### config.mk
export PLATFORM = sky130hd
export DESIGN_NAME = dbg_cmd_reg
export DESIGN_NICKNAME = d
export VERILOG_FILES = /design/src/rtl/dcr_pkg.sv /design/src/rtl/dcr_datapath.sv /design/src/rtl/dcr_control.sv /design/src/rtl/dbg_cmd_reg.sv
export SDC_FILE = /design/constraint.sdc
export NUM_CORES = 1
export LEC_CHECK = 0
export CORE_MARGIN = 2
export CORE_UTILIZATION = 45
export CTS_CLUSTER_SIZE = 10
export DETAILED_ROUTE_END_ITERATION = 7
export DONT_BUFFER_PORTS = 1
export PLACE_DENSITY = 0.63
export SLEW_MARGIN = 10
export SYNTH_ARGS = -nofsm -noshare
export SYNTH_HDL_FRONTEND = slang
export SYNTH_SLANG_ARGS = --single-unit
export TNS_END_PERCENT = 100
### constraint.sdc
create_clock -name tck -period 1.7 [get_ports tck]
set_input_delay 0.34 -clock tck [delete_from_list [all_inputs] [get_ports tck]]
set_output_delay 0.34 -clock tck [all_outputs]
set_load 0.03 [all_outputs]
### src/rtl/dcr_pkg.sv
package dcr_pkg;
  localparam int CMD_W = 8;
  localparam int SEL_W = 5;
  localparam logic [SEL_W-1:0] SEL_NONE = '1;
  localparam logic [SEL_W-1:0] SEL_CPUSCR = '0;
  localparam logic [CMD_W-1:0] CAPTURE_PAT = 8'h01;

  // Command word: order of fields fixes bit 7 rw, 6 go, 5 ex, 4..0 select
  typedef struct packed {
    logic rw;
    logic go;
    logic ex;
    logic [SEL_W-1:0] sel;
  } cmdT;

  // Strobes from control to datapath
  typedef struct packed {
    logic capture;
    logic shift;
    logic load;
    logic clear;
  } dpCtlT;

  localparam cmdT CMD_IDLE = '{rw: 1'b0, go: 1'b0, ex: 1'b0, sel: SEL_NONE};
endpackage

### src/rtl/dcr_datapath.sv
module dcr_datapath
  import dcr_pkg::*;
(
  input  logic tck,
  input  logic rstN,
  input  logic tdi,
  input  dpCtlT ctl,
  output logic tdo,
  output cmdT  cmd
);
  logic [CMD_W-1:0] shiftStage;

  // Serial stage: capture a fixed pattern, shift LSB first
  always_ff @(posedge tck or negedge rstN) begin
    if (!rstN)            shiftStage <= '0;
    else if (ctl.capture) shiftStage <= CAPTURE_PAT;
    else if (ctl.shift)   shiftStage <= {tdi, shiftStage[CMD_W-1:1]};
  end

  // Parallel command register
  always_ff @(posedge tck or negedge rstN) begin
    if (!rstN)          cmd <= CMD_IDLE;
    else if (ctl.clear) cmd <= CMD_IDLE;
    else if (ctl.load)  cmd <= cmdT'(shiftStage);
  end

  assign tdo = ctl.shift & shiftStage[0];
endmodule

### src/rtl/dcr_control.sv
module dcr_control
  import dcr_pkg::*;
(
  input  logic  tck,
  input  logic  rstN,
  input  logic  captureIr,
  input  logic  shiftIr,
  input  logic  updateIr,
  input  logic  updateDr,
  input  logic  tapReset,
  input  logic  dbgEntry,
  input  cmdT   cmd,
  output dpCtlT ctl,
  output logic  accessStrobe,
  output logic  accessWrite,
  output logic  goStrobe,
  output logic  exitStrobe,
  output logic  dbgAck
);
  logic drFire;
  logic selHit;
  logic releaseCpu;

  always_comb begin
    ctl.capture = captureIr & ~tapReset;
    ctl.shift   = shiftIr   & ~tapReset;
    ctl.load    = updateIr  & ~tapReset;
    ctl.clear   = tapReset;
  end

  assign drFire     = updateDr & ~tapReset;
  assign selHit     = (cmd.sel != SEL_NONE);
  assign releaseCpu = drFire & cmd.go & cmd.ex &
                      ((cmd.sel == SEL_NONE) | (cmd.sel == SEL_CPUSCR));

  // One-cycle action strobes, deferred to update-DR
  always_ff @(posedge tck or negedge rstN) begin
    if (!rstN) begin
      accessStrobe <= 1'b0;
      accessWrite  <= 1'b0;
      goStrobe     <= 1'b0;
      exitStrobe   <= 1'b0;
    end else begin
      accessStrobe <= drFire & selHit;
      accessWrite  <= drFire & selHit & cmd.rw;
      goStrobe     <= drFire & cmd.go;
      exitStrobe   <= drFire & cmd.ex;
    end
  end

  // Acknowledge: entry sets (and wins), release clears
  always_ff @(posedge tck or negedge rstN) begin
    if (!rstN)           dbgAck <= 1'b0;
    else if (dbgEntry)   dbgAck <= 1'b1;
    else if (releaseCpu) dbgAck <= 1'b0;
  end
endmodule

### src/rtl/dbg_cmd_reg.sv
module dbg_cmd_reg
  import dcr_pkg::*;
(
  input  logic             tck,
  input  logic             rstN,
  input  logic             tdi,
  input  logic             captureIr,
  input  logic             shiftIr,
  input  logic             updateIr,
  input  logic             updateDr,
  input  logic             tapReset,
  input  logic             dbgEntry,
  output logic             tdo,
  output logic [SEL_W-1:0] regSel,
  output logic             accessStrobe,
  output logic             accessWrite,
  output logic             goStrobe,
  output logic             exitStrobe,
  output logic             dbgAck
);
  dpCtlT ctl;
  cmdT   cmd;

  dcr_control i_control (
    .tck(tck), .rstN(rstN),
    .captureIr(captureIr), .shiftIr(shiftIr), .updateIr(updateIr),
    .updateDr(updateDr), .tapReset(tapReset), .dbgEntry(dbgEntry),
    .cmd(cmd), .ctl(ctl),
    .accessStrobe(accessStrobe), .accessWrite(accessWrite),
    .goStrobe(goStrobe), .exitStrobe(exitStrobe), .dbgAck(dbgAck)
  );

  dcr_datapath i_datapath (
    .tck(tck), .rstN(rstN), .tdi(tdi), .ctl(ctl), .tdo(tdo), .cmd(cmd)
  );

  assign regSel = cmd.sel;
endmodule

After elaboration in Yosys (flattened, before gate mapping)
Index checks and enable logic that the tools add are counted.
Storage, ports and cells
  logic and storage cells: 35
  memory bits (writable): 0
  memory bits (read-only): 0
  latch bits: 0
  memories kept: 0
  output and inout port bits: 11
  input port bits: 9
  flip-flop bits (word level): 21
Operators by class
  muxes and demuxes: 6
  shift operators: 0
  divide/modulo/power cells: 0
  multipliers: 0
  add/sub/neg operators: 0
  order comparisons: 0
  bitwise operators: 13
  reductions and logical operators: 4
  equal/unequal tests: 2
Operator list (number)
  $mux W8: 4
  $and A1 B1 Y1: 11
  $reduce_bool A2 Y1: 3
  $eq A5 B5 Y1 const B: 1
  $logic_not A5 Y1: 1
  $ne A5 B5 Y1 const B: 1
  $mux W1: 2
  $not A1 Y1: 1
  $or A1 B1 Y1: 1

Logic depth before layout (Yosys ltp)
Gate-level depths: netlist of the first run.
  depth in word-level cells: 7
  gate-level depth with buffers: 5
  depth with buffers taken out: 3

Hierarchy
Synthesis of the first run repeated with hierarchy kept, for this count alone.
Second synthesis, totals
  cell total of the unflattened synthesis: 76
  area total of the unflattened synthesis: 908.4 um^2
By module, submodules not included
  dcr_datapath: seq. area each 406.6 um^2, area each 675.6 um^2, cells an instance 53, instances 1
  dcr_control: seq. area each 125.1 um^2, area each 232.7 um^2, cells an instance 23, instances 1

Worst setup path after synthesis of the first run
Ideal clock, no wire load.
  kind: input -> output
  start point: in tapReset
  end point: out tdo
  setup slack: 0.306 ns
  path buffers: 2
  arrival: 1.054 ns
  required time: 1.360 ns
  stages on the path: 4
  cell sequence: clkbuf_1 -> nor2b_1 -> buf_2 -> and2_1
On the way
  longest elaborated chain between the ends: 3
RTL lines
  start: declaration: line dbg_cmd_reg.sv:11  | input logic tapReset,
  $not A1 Y1: line dcr_control.sv:26  | ctl.shift = shiftIr & ~tapReset;
  $and A1 B1 Y1: line dcr_control.sv:26
  $and A1 B1 Y1: line dcr_datapath.sv:27  | assign tdo = ctl.shift & shiftStage[0];
  end: declaration: line dbg_cmd_reg.sv:13  | output logic tdo,
No other way between the ends.

Worst setup path in the final report of the first run
  start point: reg i_datapath.cmd[1] (netlist name)
  end point: reg i_control.dbgAck
On the way
  longest elaborated chain between the ends: 4
  elaborated cells on any way between the ends: 5
  classes of those cells: eq/ne: 1; bitwise: 2; reduce/logical: 2
RTL lines
  $eq A5 B5 Y1 / $logic_not A5 Y1 (equally long branches): line dcr_control.sv:34  | ((cmd.sel == SEL_NONE) | (cmd.sel == SEL_CPUSCR));
  $or A1 B1 Y1 *: line dcr_control.sv:34
  $and A1 B1 Y1 *: line dcr_control.sv:33  | assign releaseCpu = drFire & cmd.go & cmd.ex &
  $reduce_bool A2 Y1 (no source line) *
  end signal: assignment: line dcr_control.sv:53  | if (!rstN) dbgAck <= 1'b0;
  end signal: assignment: line dcr_control.sv:54  | else if (dbgEntry) dbgAck <= 1'b1;
  end signal: assignment: line dcr_control.sv:55  | else if (releaseCpu) dbgAck <= 1'b0;
  end: declaration: line dcr_control.sv:18  | output logic dbgAck
Mark *: on every way between the ends. The rest lies on a longest branch, timed or not.
A chain may end at the register's enable or synchronous reset.

==> out/metrics.yaml, run 1 <==
rsz0062_at_grt: "false"
min_path_type: "in2reg"
die_w_um: 50.1
stdcell_area_sq_um: 978
layout-drive-gt1-share: 0.112
crit_required_ns: 1.87
path_cells: "or4_1 -> mux2i_1 -> a41oi_1"
r2r-start: "i_datapath.cmd[1]"
start_util: 0.482
grt_max_degree: 22
ff2ff_path_depth: 3
wire_per_inst_um: 15.0
worstMarginPinSlew_ns: 0.922
cpMaxStageDelayCell: "or4_1"
cp_top_family: "simple AND/OR/NAND/NOR gates"
worstHoldStart: "tapReset"
yosysWarnings: 0
p_leak_uw: 0.000433
fin_tns_setup_ns: 0
grt-ovfl-total: 0
ys.flop_type: "dfrtp_1"
drtAntennaViolNets: 0
vdd_ir_drop_max_mv: 0.348
power_density_mw_per_mm2: 901
drc: 0
cts_hold_buf: 1
first_pass_iters: 5
htree_levels: 1
hold_violations: 0
cts_buffer_depth: 2
core_region_area_sq_mm: 0.00198
worst_setup_path_end_kind: "register"
slowest_delay_ns: 0.52
finClkSkew_ns: 0.00345
fmax_mhz: 721
async_reset_ff_frac: 1.00
cts_buffers: 3
dieHeight_um: 50.1
ys_types: 24
place_congestion: 0.732
synth_area_per_cell_sq_um: 10.4
drt_iter0_markers: 18
drv_cap: 0
antennaDiodeCount: 0
cts.clk_slew.worst_paths_ns: 0.12
worst_r2r_endpoint: "i_control.dbgAck"
cts_tree: "done"
track_usage: 0.151
syn_area_sq_um: 956
grt_pass1_vias: 653
crit_type: "reg2reg"
slew_violations: 0
cp-startpoint: "i_datapath.cmd[1]"
syn-instance-count: 92
final_nets: 99
outcome: "finished clean"
vias: 644
timing.critical_path.buf_inv: 0
post-dp-hpwl_mm: 1.15
ys_ff_latch: 21
hold_path_depth: 1
routed_wl_mm: 1.74
crit_arrival_ns: 1.56
syn-num-nets: 101
path_max_fanout: 5
antenna_found_initial: 0
syn_to_final_growth_pct: 2.36
post-route-period-util: 0.815
finalSetupViolations: 0
slew_headroom: 0.383
min_to: "i_datapath.cmd[7]"
io_buffers: 0
via_per_inst: 5.55
r2r_slack_ns: 0.31
io_pins: 20
clock_sinks: 21
ys_seq_area_frac: 0.556
cts_resized: 0
grt_pass1_wl_mm: 2.88
post-route-min-period_ns: 1.39
synth_edf_count: 0
start_kind: "register"
cts-root-buf: "clkbuf_4"
num_rows: 16
clock_latency_ns: 0.30
place_area_sq_um: 942
postCtsSetupBuffers: 0
die_area_sq_mm: 0.00251
==> per-layer routing <==
layer	GRT usage	wire [um]	up-vias
li1	-	-	303
met1	0.197	794	304
met2	0.239	787	31
met3	0.0394	135	6
met4	0.0556	19	0
met5	0	0	-
==> worst register-to-register path: stages (launching register included) <==
cell and delay [ns]:
dfstp_2 0.45, or4_1 0.53, mux2i_1 0.14, a41oi_1 0.14
==> state kept, by name, summed over array words and instances (netlist names) <==
signal,cells
i_control.accessStrobe,1
i_datapath.shiftStage,8
i_control.exitStrobe,1
i_control.goStrobe,1
i_datapath.cmd,8
i_control.dbgAck,1
i_control.accessWrite,1
==> worst max-delay path by stage <==
stage,endpoint,slack [ns],cells after the start
final,i_control.dbgAck,0.31,3
after global routing,i_control.dbgAck,0.21,3
after CTS,i_control.dbgAck,0.31,3
after detailed placement,i_control.dbgAck,0.34,3
after global placement,i_control.dbgAck,0.36,3
after floorplan,tdo,0.31,4
==> cell usage in the layout, fill, tap and decap left out, drive strengths merged <==
cell type	Yosys	layout
a21oi	6	6
nand2b	1	1
a41oi	1	1
o21bai	1	1
buf	7	1
nor2	6	6
nand2	6	6
dfrtp	16	16
and3	1	1
nor2b	12	12
dlygate4sd3	0	1
a32o	1	1
a32oi	1	1
clkbuf	2	4
inv	6	6
nand4	1	1
and2	2	2
o21ai	6	6
a31oi	1	1
dfstp	5	5
a211o	5	5
mux2i	4	4
or4	1	1
==> cell usage after synthesis, types with 2 or more instances <==
cell type	count	share of area
dfstp_2	5	0.14
a211o_1	5	0.046
buf_4	5	0.039
mux2i_1	4	0.042
nor2b_1	11	0.072
inv_1	6	0.024
o21ai_1	6	0.031
dfrtp_1	16	0.42
nor2_1	6	0.024
clkbuf_1	2	0.0079
and2_1	2	0.013
a21oi_1	6	0.031
buf_2	2	0.010
nand2_1	6	0.024
==> final cells by class <==
cell class	count	area, sq um
multi-input cells	56	347
flip-flops and latches	21	532
inverters	6	22.5
clock buffers	4	26.3
well taps	27	33.8
fillers	173	1000
repair buffers	2	17.5
==> power breakdown <==
group	total (uW)	internal (uW)	switching, uW	leakage, uW
clock	238	91.3	147	0.0000150
sequential	574	530	44.4	0.000265
combinational	68.7	33.9	34.9	0.000153
==> cell families after synthesis <==
family	share of synthesized area
muxes	0.0419
DFF	0.556
buffers and inverters	0.0812
AOI/OAI and AO/OA	0.152
and+or+nand+nor	0.169
==> metrics by stage <==
stage	utilization	cells	power (uW)	setup WS, ns	hold WS, ns
floorplan	-	92	647	0.306	0.0444
finish	0.494	116	881	0.314	0.0896
global route	0.494	116	918	0.208	0.0688
CTS	0.494	116	892	0.315	0.0799
global placement	0.475	111	638	0.363	0.0448
detailed placement	0.475	111	642	0.335	0.0449
Power figures use the tool's default switching activity.
==> run 2, diff against run 1 <==
--- a/config.mk
+++ b/config.mk
@@ -5,6 +5,7 @@
 export SDC_FILE = /design/constraint.sdc
 export NUM_CORES = 1
 export LEC_CHECK = 0
+export ABC_AREA = 1
 export CORE_MARGIN = 2
 export CORE_UTILIZATION = 45
 export CTS_CLUSTER_SIZE = 10
==> constraint.sdc (replaced) <==
create_clock -name tck -period 1.3 [get_ports tck]
set_input_delay 0.26 -clock tck [delete_from_list [all_inputs] [get_ports tck]]
set_output_delay 0.26 -clock tck [all_outputs]
set_load 0.03 [all_outputs]
==> run 2 against run 1 <==
Effect of this change:
- clock-buffer cell count decreased by 1
- wire length decreased by 15%
- first-iteration DRC count fell by 83%
- non-clock buffer count up 7
- flip-flop and latch count did not move
- combinational power is 120% higher
- global-route usage up 0.50 points
- hold slack worse by 0.032 ns
- clock skew is 0.0026 ns lower
- sequential share of layout area up 0.21 points
==> out/metrics.yaml, run 2 <==
clock_sinks: 21  # unchanged
antennaDiodeCount: 0  # unchanged
drt_iter0_markers: 3  # -15
crit_arrival_ns: 1.01  # -0.55 ns
vdd_ir_drop_max_mv: 0.589  # +69%
stdcell_area_sq_um: 975  # -0.38%
drc: 0  # unchanged
core_region_area_sq_mm: 0.00176  # -11%
syn_area_sq_um: 868  # -9.2%
timing.critical_path.buf_inv: 1  # +1
ys_seq_area_frac: 0.612  # +0.0561
hold_violations: 0  # unchanged
die_w_um: 47.9  # -4.3%
yosysWarnings: 0  # unchanged
grt_pass1_vias: 551  # -16%
post-dp-hpwl_mm: 1.12  # -2.6%
htree_levels: 1  # unchanged
antenna_found_initial: 0  # unchanged
fmax_mhz: 787
grt_pass1_wl_mm: 2.39  # -17%
min_path_type: "in2reg"
io_pins: 20  # unchanged
crit_required_ns: 1.04  # -0.83 ns
slew_headroom: 0.405  # +0.0217
place_congestion: 0.750  # +2.4%
routed_wl_mm: 1.48  # -15%
post-route-min-period_ns: 1.27
synth_top_cell_area_share: 0.461  # +0.0422
drv_cap: 0  # unchanged
via_per_inst: 4.86  # -12%
cpMaxStageDelayCell: "dfstp_2"
place_area_sq_um: 907  # -3.7%
cts_tree: "done"
final_nets: 109  # +10%
r2r_slack_ns: 0.12  # -0.19 ns
dp_cells: 117  # +5.4%
crit_type: "reg2out"
path_max_fanout: 4  # -1
power_density_mw_per_mm2: 1200  # +33%
worst_setup_path_end_kind: "output pin"
io_buffers: 0  # unchanged
cts-root-buf: "clkbuf_4"
track_usage: 0.156  # +0.00504
wire_per_inst_um: 11.9  # -21%
final_cells: 124  # +6.9%
clock_latency_ns: 0.30  # about the same
slew_violations: 0  # unchanged
synthMostInstantiatedCell: "inv_1"
finish.utilization: 0.552  # +0.0588
first_pass_iters: 4  # -1
hold_slack_ns: 0.0581  # -0.0315 ns
layout-drive-gt1-share: 0.202  # +0.0897
vias: 603  # -6.4%
path_cells: "buf_6"
grt_max_degree: 22  # unchanged
ys_top_cells_by_count: "inv_1, dfrtp_1, nor2_1, nand2_1, o22ai_1"
cts_buffer_depth: 2  # unchanged
syn-instance-count: 91  # -1.1%
worstMarginPinSlew_ns: 0.890  # -0.0324 ns
yosys-top-cells-area: "dfrtp_1, dfstp_2, inv_1, o22ai_1, nor2_1"
syn-num-nets: 100  # -0.99%
top_regs: "i_datapath.cmd: 8 flops, i_datapath.shiftStage: 8 flops"
drtAntennaViolNets: 0  # unchanged
final_cell_mix: "inv_1, dfrtp_1, nor2_1"
p_leak_uw: 0.000481  # +11%
synth_top_area_cell: "dfrtp_1"
ys.flop_type: "dfrtp_1"
slowest_delay_ns: 0.58  # +0.06 ns
async_reset_ff_frac: 1.00  # unchanged
ys_types: 16  # -33%
cts_buffers: 3  # unchanged
start_util: 0.492  # +0.00988
synth_area_per_cell_sq_um: 9.54  # -8.2%
ys_ff_latch: 21  # unchanged
start_kind: "register"
dieHeight_um: 47.9  # -4.3%
syn_to_final_growth_pct: 12.2
cts.clk_slew.worst_paths_ns: 0.11  # about the same
post-route-period-util: 0.977
outcome: "finished clean"
final_common_cell: "inv_1"
num_rows: 15  # -1
cp_top_family: "flip-flops"
synth_edf_count: 0  # unchanged
rsz0062_at_grt: "true"
finalSetupViolations: 0  # unchanged
die_area_sq_mm: 0.00230  # -8.5%
grt-ovfl-total: 0  # unchanged
finClkSkew_ns: 0.000850  # -0.00260 ns
run 2: logic make-up (layout without fill, tap and decap cells):
logic type             Yosys count  count (layout)  synth area share
AO/OA/AOI/OAI                   17              17             0.122
buffers and inverters           25              33             0.130
AND/OR/NAND/NOR                 28              28             0.135
flip-flops                      21              21             0.612
run 2: per-stage QoR:
stage / setup TNS [ns] / total power (uW) / worst slack [ns]
3_5_place_dp: 0 / 846 / 0.230
3_3_place_gp: 0 / 842 / 0.248
4_1_cts: 0 / 1170 / 0.000744
5_1_grt: -0.0135 / 1230 / -0.0135
2_1_floorplan: 0 / 824 / 0.253
6_report: 0 / 1160 / 0.0300
run 2: final timing paths:
kind	start	endpoint	cells after the start
max	i_datapath.cmd[2]	regSel[2]	1
min	dbgEntry	i_control.dbgAck	2
max reg2reg	i_datapath.cmd[3]	i_control.dbgAck	8
min reg2reg	i_datapath.shiftStage[0]	i_datapath.shiftStage[0]	2
max in group asynchronous	rstN	i_datapath.shiftStage[6]	1
min in group asynchronous	rstN	i_control.goStrobe	1
run 2: area by class of cell:
type,instances,area [sq um]
sequential,21,532
timing repair buffer,9,85.1
fill,174,790
clock inverter,1,5.00
tap,25,31.3
clock buffer,3,22.5
inverter,20,75.1
multi-input combinational,45,224
run 2: where the power goes:
group / switching [uW] / internal (uW) / total (uW)
Combinational: 98.3 / 55.8 / 154
Sequential: 19.7 / 686 / 706
Clock: 190 / 115 / 305
run 2: timing repair:
action | in CTS | in global routing
endpoints found under the setup margin | 0 | 5
hold endpoints to repair | 21 | 0
gates resized for setup | 0 | 4
hold buffers | 1 | 0
buffers inserted | 0 | 2
run 2: metal layers:
| metal | global-route usage | part of all wire |
|---|---|---|
| met2 | 0.235 | 0.47 |
| met1 | 0.200 | 0.44 |
| met4 | 0.0973 | 0.024 |
| met3 | 0.0377 | 0.062 |
| met5 | 0 | 0 |
